### config.mk
export PLATFORM = sky130hd
export DESIGN_NAME = tcr_capture
export DESIGN_NICKNAME = d
export VERILOG_FILES = /design/src/rtl/tcr_cap_pkg.sv /design/src/rtl/tcr_field_latch.sv /design/src/rtl/tcr_dump_store.sv /design/src/rtl/tcr_read_port.sv /design/src/rtl/tcr_capture.sv
export SDC_FILE = /design/constraint.sdc
export NUM_CORES = 1
export LEC_CHECK = 0
export BUFFER_PORTS_ARGS = -buffer_cell sky130_fd_sc_hd__buf_2
export CAP_MARGIN = 20
export CORE_UTILIZATION = 31
export DETAILED_ROUTE_END_ITERATION = 10
export PLACE_DENSITY = 0.52
export SYNTH_ARGS = -nofsm -noshare
export SYNTH_HDL_FRONTEND = slang
export SYNTH_SLANG_ARGS = --single-unit
### constraint.sdc
create_clock -name clk -period 3.5 [get_ports clk]
set_clock_uncertainty 0.1 [all_clocks]
set_input_delay 0.875 -clock clk [delete_from_list [all_inputs] [get_ports clk]]
set_output_delay 0.875 -clock clk [all_outputs]
set_load 0.03 [all_outputs]
### src/rtl/tcr_cap_pkg.sv
package tcr_cap_pkg;
  localparam int BUS_W   = 16;
  localparam int A_BCAST = 0;
  localparam int A_QUAL  = 1;
  localparam int A_LAST  = 2;

  // place the two broadcast subfields into their bus word positions
  function automatic logic [BUS_W-1:0] bcast_pack(input logic [3:0] lo, input logic [1:0] hi);
    logic [BUS_W-1:0] w;
    w = '0;
    w[5:2] = lo;
    w[7:6] = hi;
    return w;
  endfunction

  // true when a word address falls inside the RAM window
  function automatic logic in_window(input int addr, input int base, input int depth);
    return (addr >= base) && (addr < base + depth);
  endfunction
endpackage

### src/rtl/tcr_field_latch.sv
module tcr_field_latch #(
  parameter int W = 4
) (
  input  logic         clk,
  input  logic         rst_n,
  input  logic         en,
  input  logic [W-1:0] d,
  output logic [W-1:0] q
);
  always_ff @(posedge clk or negedge rst_n) begin
    if (!rst_n)  q <= '0;
    else if (en) q <= d;
  end
endmodule

### src/rtl/tcr_dump_store.sv
module tcr_dump_store #(
  parameter int QW = 4,
  parameter int DW = 8
) (
  input  logic          clk,
  input  logic          rst_n,
  input  logic          we,
  input  logic [QW-1:0] waddr,
  input  logic [DW-1:0] wdata,
  input  logic [QW-1:0] raddr,
  output logic [DW-1:0] rdata
);
  localparam int DEPTH = 1 << QW;

  logic [DW-1:0] mem [DEPTH];

  for (genvar g = 0; g < DEPTH; g++) begin : g_entry
    logic hit;
    assign hit = we && (waddr == QW'(g));
    always_ff @(posedge clk or negedge rst_n) begin
      if (!rst_n)   mem[g] <= '0;
      else if (hit) mem[g] <= wdata;
    end
  end

  assign rdata = mem[raddr];

  // a written byte lands at the entry named by the address given with it
  assert_store_write_R5: assert property (@(posedge clk) disable iff (!rst_n)
    we |=> mem[$past(waddr)] == $past(wdata));
endmodule

### src/rtl/tcr_read_port.sv
module tcr_read_port
  import tcr_cap_pkg::*;
#(
  parameter int ADDR_W   = 5,
  parameter int QW       = 4,
  parameter int RAM_BASE = 16
) (
  input  logic              clk,
  input  logic              rst_n,
  input  logic              rd_en,
  input  logic [ADDR_W-1:0] rd_addr,
  input  logic [BUS_W-1:0]  bcast_word,
  input  logic [BUS_W-1:0]  qual_word,
  input  logic [BUS_W-1:0]  last_word,
  input  logic [BUS_W-1:0]  ram_word,
  output logic [QW-1:0]     ram_idx,
  output logic [BUS_W-1:0]  rd_data,
  output logic              rd_valid
);
  localparam int DEPTH = 1 << QW;

  logic [ADDR_W-1:0] win_off;
  logic              hit_ram;
  logic [BUS_W-1:0]  sel_word;

  assign win_off = rd_addr - ADDR_W'(RAM_BASE);
  assign ram_idx = win_off[QW-1:0];
  assign hit_ram = in_window(int'(rd_addr), RAM_BASE, DEPTH);

  always_comb begin
    sel_word = '0;
    if (hit_ram)                        sel_word = ram_word;
    else if (rd_addr == ADDR_W'(A_BCAST)) sel_word = bcast_word;
    else if (rd_addr == ADDR_W'(A_QUAL))  sel_word = qual_word;
    else if (rd_addr == ADDR_W'(A_LAST))  sel_word = last_word;
  end

  always_ff @(posedge clk or negedge rst_n) begin
    if (!rst_n) begin
      rd_valid <= 1'b0;
      rd_data  <= '0;
    end else begin
      rd_valid <= rd_en;
      if (rd_en) rd_data <= sel_word;
    end
  end

  // one-cycle read latency with a matching valid pulse
  assert_rd_valid_R7: assert property (@(posedge clk) disable iff (!rst_n)
    rd_en |=> rd_valid);
  assert_rd_idle_R7: assert property (@(posedge clk) disable iff (!rst_n)
    !rd_en |=> !rd_valid);
  // unmapped words return zero
  assert_unmapped_zero_R6: assert property (@(posedge clk) disable iff (!rst_n)
    (rd_en && !hit_ram && rd_addr > ADDR_W'(A_LAST)) |=> rd_data == '0);
endmodule

### src/rtl/tcr_capture.sv
module tcr_capture
  import tcr_cap_pkg::*;
#(
  parameter int QW       = 4,
  parameter int DW       = 8,
  parameter int ADDR_W   = 5,
  parameter int RAM_BASE = 16
) (
  input  logic              clk,
  input  logic              rst_n,
  input  logic [7:0]        bcast_in,
  input  logic              bstb_lo,
  input  logic              bstb_hi,
  input  logic [QW-1:0]     qual_in,
  input  logic              qual_stb,
  input  logic [DW-1:0]     dump_in,
  input  logic              rd_en,
  input  logic [ADDR_W-1:0] rd_addr,
  output logic [BUS_W-1:0]  rd_data,
  output logic              rd_valid
);
  // capture events, named for the assertions
  logic ev_cap_lo, ev_cap_hi, ev_cap_dq;
  assign ev_cap_lo = bstb_lo;
  assign ev_cap_hi = bstb_hi;
  assign ev_cap_dq = qual_stb;

  logic [3:0]    bcast_lo_q;
  logic [1:0]    bcast_hi_q;
  logic [QW-1:0] qual_q;
  logic [DW-1:0] last_q;
  logic [DW-1:0] ram_byte;
  logic [QW-1:0] ram_idx;

  tcr_field_latch #(.W(4)) u_lo (
    .clk(clk), .rst_n(rst_n), .en(ev_cap_lo), .d(bcast_in[5:2]), .q(bcast_lo_q));
  tcr_field_latch #(.W(2)) u_hi (
    .clk(clk), .rst_n(rst_n), .en(ev_cap_hi), .d(bcast_in[7:6]), .q(bcast_hi_q));
  tcr_field_latch #(.W(QW)) u_qual (
    .clk(clk), .rst_n(rst_n), .en(ev_cap_dq), .d(qual_in), .q(qual_q));
  tcr_field_latch #(.W(DW)) u_last (
    .clk(clk), .rst_n(rst_n), .en(ev_cap_dq), .d(dump_in), .q(last_q));

  tcr_dump_store #(.QW(QW), .DW(DW)) u_store (
    .clk(clk), .rst_n(rst_n), .we(ev_cap_dq), .waddr(qual_in), .wdata(dump_in),
    .raddr(ram_idx), .rdata(ram_byte));

  logic [BUS_W-1:0] bcast_word, qual_word, last_word, ram_word;
  assign bcast_word = bcast_pack(bcast_lo_q, bcast_hi_q);
  assign qual_word  = BUS_W'(qual_q);
  assign last_word  = BUS_W'(last_q);
  assign ram_word   = BUS_W'(ram_byte);

  tcr_read_port #(.ADDR_W(ADDR_W), .QW(QW), .RAM_BASE(RAM_BASE)) u_port (
    .clk(clk), .rst_n(rst_n), .rd_en(rd_en), .rd_addr(rd_addr),
    .bcast_word(bcast_word), .qual_word(qual_word), .last_word(last_word),
    .ram_word(ram_word), .ram_idx(ram_idx), .rd_data(rd_data), .rd_valid(rd_valid));

  assert_bcast_lo_cap_R1: assert property (@(posedge clk) disable iff (!rst_n)
    ev_cap_lo |=> bcast_lo_q == $past(bcast_in[5:2]));
  assert_bcast_lo_hold_R1: assert property (@(posedge clk) disable iff (!rst_n)
    !ev_cap_lo |=> $stable(bcast_lo_q));
  assert_bcast_hi_cap_R2: assert property (@(posedge clk) disable iff (!rst_n)
    ev_cap_hi |=> bcast_hi_q == $past(bcast_in[7:6]));
  assert_bcast_hi_hold_R2: assert property (@(posedge clk) disable iff (!rst_n)
    !ev_cap_hi |=> $stable(bcast_hi_q));
  assert_bcast_pad_R3: assert property (@(posedge clk) disable iff (!rst_n)
    (rd_en && rd_addr == ADDR_W'(A_BCAST)) |=> (rd_data[15:8] == '0 && rd_data[1:0] == '0));
  assert_qual_cap_R4: assert property (@(posedge clk) disable iff (!rst_n)
    ev_cap_dq |=> qual_q == $past(qual_in));
  assert_old_value_R8: assert property (@(posedge clk) disable iff (!rst_n)
    (rd_en && rd_addr == ADDR_W'(A_QUAL) && ev_cap_dq) |=> rd_data == BUS_W'($past(qual_q)));
  assert_last_byte_R11: assert property (@(posedge clk) disable iff (!rst_n)
    ev_cap_dq |=> last_q == $past(dump_in));
endmodule

==> metrics.md <==
| Metric | Value |
|---|---|
| Status | finished, final reports clean |
| Worst-Skew Late Latency | ~430 ps |
| Fmax | approximately 400 MHz |
| Sequential element share of the synthesized area | 54.0% |
| Hold buffers post-CTS | 0 |
| Worst Path Required | roughly 3700 ps |
| First-pass GRT wire length | roughly 27 mm |
| Post-CTS resize count | 0 |
| Share of cells above drive strength 1 | about half |
| Total grt overflow | 0 |
| Max-slew violations | 0 |
| DIE HEIGHT | approximately 150 um |
| Post-synth top area cell | dfrtp_1 |
| Initial Utilization | a little under a third |
| Non-Filler Instances | 810 |
| Cell area after synthesis | ~7200 um^2 |
| Worst Tran Pin Value | between 800 and 900 ps |
| Tightest Hold Check Type | in2async |
| Worst r2r path cells | 4 |
| Initial antenna violation count | 3 |
| CORE AREA | between 20,000 and 25,000 um^2 |
| Detailed-route via count | 4,200 |
| Commonest non-fill, non-tap cell in the layout | dfrtp_1 |
| Detailed Route Iter0 Violations | 221 |
| Site Rows | 55 |
| TritonCTS clock tree | yes |
| Post-route DRC | 0 |
| Max-cap violation count | 0 |
| Fin. Hold Viols | 0 |
| RSZ-0062 raised after global routing | no |
| Post-Syn Instances | 475 |
| Final Setup Violations | 0 |
| Maximum VDD drop | around 0.39 mV |
| Placed Cells | 776 |
| # IOs | 48 |
| CTS buffer count | 17 |
| GPL Wtd Cong | 0.753 |
| Worst r2r src | u_store.mem[33] |
| Critical path startpoint category | input pin |
| Slew Limit Headroom | 46.0% |
| Reg2reg end | u_port.rd_data[1] |
| Vias/cell | ~5.2 |
| Setup bufs post-CTS | 0 |
| Total track usage | between 15 and 20% |
| Critical path class | in2reg |
| Die Wd | roughly 150 um |
| Period utilisation layout | 72.0% |
| Reg2reg setup slack | 1630 ps |
| Root buffer cell | clkbuf_16 |
| Largest net degree at the start of global routing | between 60 and 70 |
| DRT Wirelength | about 17 mm |
| Fin nets | ~540 |
| Most frequent cells in the layout | dfrtp_1 (155), mux2_2 (148), buf_2 (36) |
| Sinks on Clock Net | 155 |
| P&R area growth vs syn | 13.9% |
| Final min period | 2520 ps |
| Yosys warnings | 0 |
| Clock buffer depth | 2 |
| Port buffer count | 37 |
| Arr. time, crit path | ~2700 ps |
| Leak pwr | 3.45 nW |
| Vias in the first global route | 4,563 |
| ANT nets after route | 0 |
| H-tree depth | 4 |
| Pwr Density | ~600 nW/um^2 |
| Die footprint | between 20,000 and 25,000 um^2 |
| Syn Area/Cell | 15.1 um^2 |
| Avg WL per Cell | approximately 21 um |
| Post-synth top area share | 54.0% |
| Largest cells by area after synthesis | dfrtp_1 (54%), mux2_2 (23%), mux4_2 (7.2%) |
| Crit. End Element | flop |
| Detailed Place HPWL | approximately 12 mm |
| Max Fanout on Critical Path | 21 |
| Yosys reg bits | roughly 160 |
| Worst-path clk slew | approximately 60 ps |
| Initial DRT Pass Iterations | 4 |
| Cell variety after synth | 39 |
| Setup TNS Final | 0 ps |
## cells by family after synthesis
group	count (synthesis)	share of synthesized area [%]
other	1	0.0522
AND/OR/NAND/NOR	58	5.06
buffers and inverters	39	3.40
flip-flops	155	54.0
multiplexers	184	33.8
AO/OA/AOI/OAI	38	3.63
## where the power goes
group	leakage [nW]	total [mW]	internal (mW)	switching, mW
registers	1.89	2.36	2.17	0.187
clock network	0.269	1.73	1.01	0.723
logic	1.29	0.812	0.482	0.330
total	3.45	4.90	3.66	1.24
## final cells by class
cell class	instances	area [um^2]
fill	2145	14500
sequential	155	3880
multi-input combinational	288	3080
clock buffer	21	460
tap	285	357
timing repair buffer	48	299
clock inverter	11	95.1
antenna	2	5.00
## critical path, stage by stage
cell and delay, ps:
buf_2 420, buf_12 270, nor2b_1 230, nor4b_2 430
a32oi_1 90, a2111oi_1 400
## state kept, by name, indices dropped and copies added, names as in the netlist
signal,count
u_qual.q,4
u_port.rd_data,8
u_lo.q,4
u_hi.q,2
u_port.rd_valid,1
u_store.mem,128
u_last.q,8
## Yosys cell counts
cell,n
a22o_1,2
nor3_1,4
a2111oi_1,2
or4_4,1
o21ai_1,8
buf_12,1
nor4b_2,1
nand2_1,5
a21oi_1,6
nor2b_1,10
conb_1,1
mux2i_1,6
or3_1,1
mux4_2,23
clkbuf_1,18
mux4_1,7
nor2_2,6
o21ai_0,2
nor4_2,1
nand4_1,1
a32oi_1,2
nand2b_1,10
a211oi_1,8
and3_1,1
and3b_1,1
o32ai_1,4
mux2_2,148
nor2_1,8
nand3_1,3
buf_4,10
nand3b_1,2
o22ai_1,2
buf_6,5
nor3b_1,1
or2_2,1
dfrtp_1,155
nor4_4,1
o311ai_0,2
buf_2,5
## per-stage QoR
stage	setup slack (ps)	power, mW	util (%)	area (um^2)	hold WS, ps
after floorplan	1240	2.96	-	7200	370
after global placement	543	3.15	33.6	7620	379
after detailed placement	496	3.22	33.6	7620	388
after CTS	953	4.96	36.1	8170	367
after global routing	765	5.14	36.1	8170	400
final	979	4.90	36.1	8180	344
## worst max-delay path by stage
stage               cells past startpoint           endpoint  slack (ps)  startpoint
floorplan                               6  u_port.rd_data[1]        1240  rd_addr[0]
global placement                        6  u_port.rd_data[2]         540  rd_addr[0]
detailed placement                      6  u_port.rd_data[3]         500  rd_addr[0]
CTS                                     6  u_port.rd_data[3]         950  rd_addr[0]
global route                            6  u_port.rd_data[3]         760  rd_addr[0]
finish                                  6  u_port.rd_data[3]         980  rd_addr[0]
## layer usage
metal  part of all wire [%]  wire, um  track usage [%]  up-vias
met3                    4.6       788             4.82       15
met1                     44      7570             19.6     2262
met5                  0.075        13                0        -
li1                       -         -                -     1842
met4                    1.5       263             5.14        2
met2                     50      8660             26.1       79
Power figures use the tool's default switching activity.
